<file path="src/rtl/sio_irq_pkg.sv">
package sio_irq_pkg;

  localparam int unsigned CH_N   = 2;
  localparam int unsigned VEC_W  = 8;
  localparam int unsigned PEND_W = 8;
  localparam int unsigned PST_W  = 3 * CH_N;

  typedef enum logic [1:0] {
    VK_NONE = 2'd0,
    VK_RX   = 2'd1,
    VK_TX   = 2'd2
  } vec_kind_e;

  typedef struct packed {
    logic rxp;
    logic txp;
    logic rxius;
    logic txius;
  } chn_st_t;

  typedef struct packed {
    chn_st_t [CH_N-1:0] ch;
    logic [PST_W-1:0]   pend;
    logic [VEC_W-1:0]   vec;
  } arb_st_t;

  localparam logic [VEC_W-1:0] VEC_RESET = 8'h06;

  // Channel A (index 0) owns the upper three pending bits.
  function automatic int pend_base(input int c);
    return (c == 0) ? 3 : 0;
  endfunction

  function automatic logic [VEC_W-1:0] vec_code(input vec_kind_e kind,
                                                input logic chb,
                                                input logic hi);
    logic [VEC_W-1:0] v;
    case (kind)
      VK_RX:   v = chb ? (hi ? 8'h20 : 8'h04) : (hi ? 8'h30 : 8'h0C);
      VK_TX:   v = chb ? 8'h00 : (hi ? 8'h10 : 8'h08);
      default: v = hi ? 8'h60 : 8'h06;
    endcase
    return v;
  endfunction

  function automatic arb_st_t raise_rx(input arb_st_t s, input int c,
                                       input logic hi);
    arb_st_t r;
    r = s;
    r.ch[c].rxp   = 1'b1;
    r.ch[c].rxius = 1'b1;
    r.pend[pend_base(c) + 2] = 1'b1;
    r.vec = vec_code(VK_RX, (c != 0), hi);
    return r;
  endfunction

  function automatic arb_st_t raise_tx(input arb_st_t s, input int c,
                                       input logic hi, input logic ie);
    arb_st_t r;
    r = s;
    r.ch[c].txp = 1'b1;
    if (!r.ch[c].rxius) begin
      r.ch[c].txius = 1'b1;
      if (ie) r.pend[pend_base(c) + 1] = 1'b1;
      r.vec = vec_code(VK_TX, (c != 0), hi);
    end
    return r;
  endfunction

  function automatic arb_st_t drop_rx(input arb_st_t s, input int c,
                                      input logic hi, input logic ie);
    arb_st_t r;
    r = s;
    r.ch[c].rxp   = 1'b0;
    r.ch[c].rxius = 1'b0;
    r.pend[pend_base(c) + 2] = 1'b0;
    r.vec = vec_code(VK_NONE, (c != 0), hi);
    if (r.ch[c].txp) r = raise_tx(r, c, hi, ie);
    return r;
  endfunction

  function automatic arb_st_t drop_tx(input arb_st_t s, input int c,
                                      input logic hi);
    arb_st_t r;
    r = s;
    r.ch[c].txp   = 1'b0;
    r.ch[c].txius = 1'b0;
    r.pend[pend_base(c) + 1] = 1'b0;
    r.vec = vec_code(VK_NONE, (c != 0), hi);
    if (r.ch[c].rxp) r = raise_rx(r, c, hi);
    return r;
  endfunction

  function automatic arb_st_t release_ius(input arb_st_t s, input int c,
                                          input logic hi, input logic ie);
    arb_st_t r;
    r = s;
    if (r.ch[c].rxius) begin
      r.ch[c].rxius = 1'b0;
      if (r.ch[c].txp) r = raise_tx(r, c, hi, ie);
    end else begin
      r.ch[c].txius = 1'b0;
    end
    return r;
  endfunction

endpackage

</file>
<file path="src/rtl/sio_irq_req.sv">
module sio_irq_req (
  input  logic       txp,
  input  logic       rxp,
  input  logic       tx_en,
  input  logic [1:0] rx_md,
  input  logic       brk_en,
  input  logic       brk,
  output logic       req,
  output logic       ext
);
  logic rx_en;

  always_comb begin
    rx_en = (rx_md == 2'b01) || (rx_md == 2'b10);
    ext   = brk_en & brk;
    req   = (tx_en & txp) | (rx_en & rxp) | ext;
  end
endmodule

</file>
<file path="src/rtl/sio_irq_next.sv">
module sio_irq_next
  import sio_irq_pkg::*;
(
  input  arb_st_t         cur,
  input  logic            hi,
  input  logic [CH_N-1:0] tx_en,
  input  logic [CH_N-1:0] ev_rx,
  input  logic [CH_N-1:0] ev_rd,
  input  logic [CH_N-1:0] ev_wr,
  input  logic [CH_N-1:0] ev_rst,
  input  logic [CH_N-1:0] ev_clr,
  output arb_st_t         nxt
);
  always_comb begin
    arb_st_t s;
    s = cur;
    // Phase 1: clearing strobes, channel B first.
    for (int c = CH_N - 1; c >= 0; c--) begin
      if (ev_rst[c]) s = release_ius(s, c, hi, tx_en[c]);
      if (ev_clr[c]) s = drop_tx(s, c, hi);
      if (ev_rd[c])  s = drop_rx(s, c, hi, tx_en[c]);
    end
    // Phase 2: transmit raises.
    for (int c = CH_N - 1; c >= 0; c--) begin
      if (ev_wr[c]) begin
        s.ch[c].txp = 1'b0;
        s = raise_tx(s, c, hi, tx_en[c]);
      end
    end
    // Phase 3: receive raises last, so they win the vector.
    for (int c = CH_N - 1; c >= 0; c--) begin
      if (ev_rx[c]) s = raise_rx(s, c, hi);
    end
    nxt = s;
  end
endmodule

</file>
<file path="src/rtl/sio_irq_arbiter.sv">
module sio_irq_arbiter
  import sio_irq_pkg::*;
(
  input  logic              clk,
  input  logic              rst_n,
  input  logic              stat_hi,
  input  logic [1:0]        tx_ie,
  input  logic [3:0]        rx_mode,
  input  logic [1:0]        brk_ie,
  input  logic [1:0]        brk_stat,
  input  logic [1:0]        rx_avail,
  input  logic [1:0]        rd_data,
  input  logic [1:0]        wr_data,
  input  logic [1:0]        cmd_rst_ius,
  input  logic [1:0]        cmd_clr_tx,
  output logic              irq,
  output logic [VEC_W-1:0]  int_vec,
  output logic [PEND_W-1:0] int_pend,
  output logic [1:0]        rx_ius,
  output logic [1:0]        tx_ius
);
  arb_st_t         st_q;
  arb_st_t         st_d;
  logic [CH_N-1:0] req;
  logic [CH_N-1:0] ext;
  logic [CH_N-1:0] ext_q;
  logic            irq_q;

  sio_irq_next u_next (
    .cur    (st_q),
    .hi     (stat_hi),
    .tx_en  (tx_ie),
    .ev_rx  (rx_avail),
    .ev_rd  (rd_data),
    .ev_wr  (wr_data),
    .ev_rst (cmd_rst_ius),
    .ev_clr (cmd_clr_tx),
    .nxt    (st_d)
  );

  for (genvar c = 0; c < CH_N; c++) begin : g_ch
    sio_irq_req u_req (
      .txp    (st_d.ch[c].txp),
      .rxp    (st_d.ch[c].rxp),
      .tx_en  (tx_ie[c]),
      .rx_md  (rx_mode[2*c +: 2]),
      .brk_en (brk_ie[c]),
      .brk    (brk_stat[c]),
      .req    (req[c]),
      .ext    (ext[c])
    );
    assign rx_ius[c] = st_q.ch[c].rxius;
    assign tx_ius[c] = st_q.ch[c].txius;
  end

  always_ff @(posedge clk) begin
    if (!rst_n) begin
      st_q     <= '0;
      st_q.vec <= VEC_RESET;
      ext_q    <= '0;
      irq_q    <= 1'b0;
    end else begin
      st_q  <= st_d;
      ext_q <= ext;
      irq_q <= |req;
    end
  end

  assign irq      = irq_q;
  assign int_vec  = st_q.vec;
  assign int_pend = {2'b00, st_q.pend | {ext_q[0], 2'b00, ext_q[1]} << 0};
endmodule

</file>
<file path="config.mk">
export PLATFORM = sky130hd
export DESIGN_NAME = sio_irq_arbiter
export DESIGN_NICKNAME = d
export VERILOG_FILES = /design/src/rtl/sio_irq_pkg.sv /design/src/rtl/sio_irq_req.sv /design/src/rtl/sio_irq_next.sv /design/src/rtl/sio_irq_arbiter.sv
export SDC_FILE = /design/constraint.sdc
export NUM_CORES = 1
export LEC_CHECK = 0
export BUFFER_PORTS_ARGS = -buffer_cell sky130_fd_sc_hd__buf_2
export CAP_MARGIN = 20
export CORE_MARGIN = 1
export CORE_UTILIZATION = 44
export DETAILED_ROUTE_END_ITERATION = 7
export GPL_TIMING_DRIVEN = 0
export PLACE_DENSITY = 0.73
export SLEW_MARGIN = 20
export SYNTH_ARGS = -nofsm -noshare
export SYNTH_HDL_FRONTEND = slang
export SYNTH_SLANG_ARGS = --single-unit
</file>
<file path="constraint.sdc">
create_clock -name clk -period 1.9 [get_ports clk]
set_clock_uncertainty 0.2 [all_clocks]
set_input_delay 0.095 -clock clk [delete_from_list [all_inputs] [get_ports clk]]
set_output_delay 0.095 -clock clk [all_outputs]
set_load 0.005 [all_outputs]
</file>
## Word level (Yosys, flattened, before mapping)

Index checks and enable logic that the tools add are counted.

| storage, ports and cells | value |
|---|---|
| flip-flop bits (word level) | 25 |
| bits in latches | 0 |
| memory bits (writable) | 0 |
| bits in read-only memories | 0 |
| input port bits | 23 |
| output and inout bits | 21 |
| word-level logic and storage cells | 68 |
| memories kept | 0 |

| cells by class | value |
|---|---|
| add/subtract/negate cells | 0 |
| multiply operators | 0 |
| div/mod/pow operators | 0 |
| order comparisons | 0 |
| eq/ne operators | 4 |
| shifts and indexed selects | 0 |
| muxes and demuxes | 38 |
| bitwise operators | 11 |
| reductions and logical operators | 3 |

Operators by type and width:

| operator | number |
|---|---|
| 18-bit two-way mux | 5 |
| 22-bit two-way mux | 4 |
| 21-bit two-way mux | 4 |
| 17-bit two-way mux | 4 |
| 8-bit two-way mux | 2 |
| 14-bit two-way mux | 1 |
| 1-bit two-way mux | 12 |
| 6-bit two-way mux | 2 |
| 7-bit two-way mux | 1 |
| 1-bit bitwise AND | 6 |
| 6-bit by 4-bit OR with 6-bit output | 1 |
| 5-bit two-way mux | 1 |
| 2-bit by 1-bit == test with 1-bit output (second input constant) | 2 |
| 2-bit == test (second input constant) | 2 |
| 2-bit two-way mux | 2 |
| 1-bit OR | 4 |
| 1-bit logical OR | 2 |
| 2-bit OR reduction | 1 |

## Longest topological paths before layout

| logic depth | value |
|---|---|
| depth after elaboration | 30 |
| mapped depth | 6 |
| depth with buffers taken out | 5 |

## Modules after synthesis

From an unflattened synthesis, not the netlist that was laid out.

| second synthesis, totals | value |
|---|---|
| cell total of the unflattened synthesis | 170 |
| area, all modules | 1471.4 µm² |

Modules (own cells, without submodules):

| module | instances | cells an instance | area an instance (µm²) | sequential area each (µm²) |
|---|---|---|---|---|
| sio_irq_arbiter | 1 | 73 | 822.0 | 500.5 |
| sio_irq_next | 1 | 91 | 599.3 | 0.0 |
| sio_irq_req | 2 | 3 | 25.0 | 0.0 |

## Least setup slack after synthesis

No wires, ideal clock.

| path | value |
|---|---|
| path type | flip-flop to flip-flop |
| from | register st_q (netlist bit rx_ius[1]) |
| to | register st_q (netlist bit int_vec[1]) |
| library setup time | 122 ps |
| data arrival time | 1168 ps |
| data required time | 1578 ps |
| setup slack | 410 ps |
| stages on the path, launching flop included | 6 |
| buffers on the path | 0 |
| clock period less this slack | 1490 ps |
| cell sequence | dfxtp_1 -> and3_1 -> nor2_1 -> a211o_1 -> a221oi_2 -> o21ai_1 |

| between the ends | value |
|---|---|
| word-level cells in the longest chain between the ends | 18 |
| elaborated cells on any way between the ends | 21 |
| classes of those cells | mux (21) |

Ends and longest elaborated chain:

| what | line | source |
|---|---|---|
| start, declared | sio_irq_arbiter.sv:22 | `arb_st_t st_q;` |
| start signal, assigned | sio_irq_arbiter.sv:63 | `st_q <= st_d;` |
| 18-bit two-way mux | sio_irq_pkg.sv:98 | `if (r.ch[c].rxius) begin` |
| 21-bit two-way mux * | sio_irq_next.sv:19 | `if (ev_rst[c]) s = release_ius(s, c, hi, tx_en[c]);` |
| 22-bit two-way mux | sio_irq_pkg.sv:90 | `if (r.ch[c].rxp) r = raise_rx(r, c, hi);` |
| 22-bit two-way mux * | sio_irq_next.sv:20 | `if (ev_clr[c]) s = drop_tx(s, c, hi);` |
| 21-bit two-way mux | sio_irq_pkg.sv:78 | `if (r.ch[c].txp) r = raise_tx(r, c, hi, ie);` |
| 22-bit two-way mux * | sio_irq_next.sv:21 | `if (ev_rd[c]) s = drop_rx(s, c, hi, tx_en[c]);` |
| 17-bit two-way mux | sio_irq_pkg.sv:100 | `if (r.ch[c].txp) r = raise_tx(r, c, hi, ie);` |
| 2-bit two-way mux | sio_irq_pkg.sv:98 |  |
| (+2 left out) | -- |  |
| 17-bit two-way mux | sio_irq_pkg.sv:78 |  |
| 18-bit two-way mux | sio_irq_next.sv:21 |  |
| 8-bit two-way mux | sio_irq_pkg.sv:62 | `if (!r.ch[c].rxius) begin` |
| 21-bit two-way mux * | sio_irq_next.sv:25 | `if (ev_wr[c]) begin` |
| 8-bit two-way mux | sio_irq_pkg.sv:62 |  |
| 17-bit two-way mux * | sio_irq_next.sv:25 |  |
| 22-bit two-way mux * | sio_irq_next.sv:32 | `if (ev_rx[c]) s = raise_rx(s, c, hi);` |
| 18-bit two-way mux * | sio_irq_next.sv:32 |  |

Every way passes the cells marked *; elsewhere a longest branch is shown, timed or not.
A chain may end at the register's enable or synchronous reset.

## Worst setup path in the final report

| path | value |
|---|---|
| from | input port cmd_clr_tx[0] |
| to | register st_q (netlist bit int_vec[3]) |

| between the ends | value |
|---|---|
| word-level cells in the longest chain between the ends | 9 |

Ends and longest elaborated chain:

| what | line | source |
|---|---|---|
| start, declared | sio_irq_arbiter.sv:15 | `input logic [1:0] cmd_clr_tx,` |
| 18-bit two-way mux * | sio_irq_next.sv:20 |  |
| 17-bit two-way mux | sio_irq_pkg.sv:78 |  |
| 18-bit two-way mux * | sio_irq_next.sv:21 |  |
| 8-bit two-way mux | sio_irq_pkg.sv:62 |  |
| 21-bit two-way mux * | sio_irq_next.sv:25 |  |
| 8-bit two-way mux | sio_irq_pkg.sv:62 |  |
| 17-bit two-way mux * | sio_irq_next.sv:25 |  |
| 22-bit two-way mux * | sio_irq_next.sv:32 |  |
| 18-bit two-way mux * | sio_irq_next.sv:32 |  |

Marks and branches as above.

==> metrics.md <==
| Metric | Value |
|---|---|
| Dpl hpwl | `around 2400 um` |
| Initial core utilization | `a little under half` |
| Synthesized area per cell | `approximately 8.2 um2` |
| Fin crit share | `a little under 90%` |
| Clk_lat worst skew | `0.32 ns` |
| WL per Instance | `roughly 12 um` |
| Pleak | `about 0.86 nW` |
| FP Rows | `20` |
| R2R depth | `5` |
| Comb pwr share | `between 20% and 30%` |
| Async set-reset flop share out of synthesis | `0%` |
| I/O pin count | `44` |
| Wirelength, routed | `3370 um` |
| Total Routing Usage GR | `between 20% and 30%` |
| Clk root buf | `clkbuf_4` |
| DR vias/cell | `slightly above 5` |
| Maximum VDD drop | `between 0.4 and 0.5 mV` |
| R2R Path End | `int_vec[1]` |
| Slew Viols, Final | `0` |
| Nets | `around 260` |
| First-pass GRT wire length | `between 5000 and 6000 um` |
| Status | `finished clean` |
| Ys flop type | `dfxtp_1` |
| Start point of the worst hold path | `rx_mode[0]` |
| Post-synth cell types | `52` |
| Placed cells | `~260` |
| Area Growth Syn to Fin | `32.6%` |
| Top cells by area, synth | `dfxtp_1, buf_4, nor2_1` |
| Die Y | `58.5 um` |
| Num CTS Buffers | `3` |
| Pre-CTS setup slack | `about 0.28 ns` |
| Worst Hold Depth | `4` |
| Seq cells post-synth | `23` |
| Final setup vio count | `0` |
| Cell internal pwr | `0.733 mW` |
| DRT Pass-1 Iters | `4` |
| Total core area | `3030 um2` |
| Fin cells | `roughly 280` |
| Layout cell share with drive strength beyond 1 | `between 30% and 40%` |
| Die X | `between 50 and 60 um` |
| Hold path endpoint | `irq` |
| Final Core Density | `a little over 60%` |
| Req. time, crit path | `roughly 2 ns` |
| Post-synth EDFFs | `0` |
| Routability Congestion | `between 0.8 and 0.9` |
| RSZ-0062 raised after global routing | `no` |
| Cell Area, Synth | `about 1400 um2` |
| Synth top area share | `32.8%` |
| DRC Markers | `0` |
| Maximum fanout along the worst path | `10` |
| Largest net degree at the start of global routing | `14` |
| Register share of total power | `51.1%` |
| Design area | `around 1900 um2` |
| Post-synthesis sequential area ratio | `about a third` |
| H-tree depth | `1` |
| WS Path Type | `input pin to register` |
| Clk sinks | `23` |
| Clock buffer depth | `2` |
| GRT overflow | `0` |
| Worst EP arrival | `1.72 ns` |
| Worst hold path class | `input pin to register` |
| DR iter-0 viols | `40` |
| Reg2Reg Setup Slack | `~0.25 ns` |
| Post-CTS resize count | `0` |
| Final worst slack | `roughly 0.23 ns` |
| Setup TNS | `0 ns` |
| Reg2Reg Launch Point | `rx_ius[1]` |
| PortBufs | `40` |
| Initial antenna violation count | `0` |
| Die Area | `approximately 3400 um2` |
| Synth Instances | `172` |
| Startpoint types | `input pin` |
| Vias in the first global route | `roughly 1300` |
| Cell Area, Placed | `1660 um2` |
| Fmax | `roughly 0.60 GHz` |
| Synth area leader | `dfxtp_1` |
| Antenna Cells | `0` |
| Syn. warnings | `0` |
| Hold WS | `roughly 0.017 ns` |
| Clock power share | `22.6%` |
| Final Hold Viols | `0` |
| Maximum Capacitance Violations | `0` |
| Pwr dens | `~560 nW/um2` |
| Total power | `~1.0 mW` |
| P_sw | `slightly above 0.3 mW` |
| Switching share of power | `between 20% and 30%` |
| Final ANT Viol Nets | `0` |
| Post-layout min period | `~1.7 ns` |
| Post-CTS Setup Inserts | `0` |
| CTS tree | `done` |
| CP endpoint kind | `register` |
| Clock slew at reported path FFs | `between 0.1 and 0.15 ns` |
| DR vias | `1420` |
==> repair_timing <==
item	CTS	global route
endpoints found under the hold margin	19	0
endpoints found under the setup margin	0	0
hold buffers	17	0
==> routing by layer <==
layer	part of all wire (%)	GRT usage, %	vias to the layer above
li1	-	-	717
met1	44	25.4	644
met2	49	37.9	52
met3	5.0	2.86	7
met4	1.3	6.80	0
met5	0	0	-
==> layout by cell type (no fill, tap or decap), types with 2 or more instances in the layout <==
cell type      synthesis  final
buf_2                  3     43
nor2_1                25     25
dfxtp_1               23     23
buf_4                 19     19
dlygate4sd3_1          0     17
a21oi_1               15     15
inv_1                  7      7
nand2_1                7      7
nor3_1                 7      7
o21ai_0                7      7
nor2b_1                5      5
and3_1                 4      4
and2_1                 3      3
clkbuf_4               0      3
and2b_1                2      2
a22o_1                 2      2
and4_1                 2      2
o32ai_1                2      2
o21ai_1                2      2
a221oi_2               2      2
o211ai_1               2      2
conb_1                 1      2
==> Yosys cell counts, drive strengths merged (2+ instances only) <==
cell / number
nor2: 26
buf: 23
dfxtp: 23
a21oi: 16
nand2: 9
o21ai: 9
inv: 7
nor3: 7
nor2b: 6
and3: 5
a221oi: 3
and2: 3
a22o: 2
a31oi: 2
and2b: 2
and4: 2
nand2b: 2
o211ai: 2
o32ai: 2
==> power by group through the flow <==
stage | Sequential [mW] | Clock, mW | Combinational, mW
after global routing | 0.534 | 0.265 | 0.302
after detailed placement | 0.540 | 0 | 0.246
final | 0.530 | 0.234 | 0.274
after CTS | 0.530 | 0.242 | 0.273
after global placement | 0.540 | 0 | 0.243
after floorplan | 0.536 | 0 | 0.161
==> layout make-up <==
type	count	area (um2)
fillers	284	1170
multi-input cells	119	747
flip-flops and latches	23	460
repair buffers	57	370
plain buffers	24	173
well taps	44	55.1
inverters	7	26.3
clock buffers	3	22.5
clock inverters	1	5.00
==> registers in the layout, indices dropped and copies added (netlist names) <==
signal / flops
irq: 1
tx_ius: 2
st_q: 8
rx_ius: 2
ext_q: 2
int_vec: 8
==> cells by family after synthesis <==
kind of cell,count (synthesis),synth area share [%]
compound gates,50,27.2
xor+xnor,2,1.25
buf+inv,31,14.2
flops,23,32.8
other cells,1,0.267
simple gates,65,24.3
==> worst max path at each step <==
stage	start	to	slack, ns	cells after the start
final	cmd_clr_tx[0]	int_vec[3]	0.23	7
after CTS	cmd_clr_tx[0]	int_vec[3]	0.24	7
after global placement	rx_ius[1]	int_vec[1]	0.29	5
after floorplan	rx_ius[1]	int_vec[1]	0.41	5
after global routing	cmd_clr_tx[0]	int_vec[4]	0.17	7
after detailed placement	rx_ius[1]	int_vec[1]	0.28	5
==> critical path, stage by stage <==
cell and delay [ns]:
dlygate4sd3_1 0.53, buf_2 0.14, buf_4 0.17, nor2_2 0.21, and3_1 0.20, o2111ai_2 0.13, a221oi_2 0.24
(Power assumes the default switching activity.)
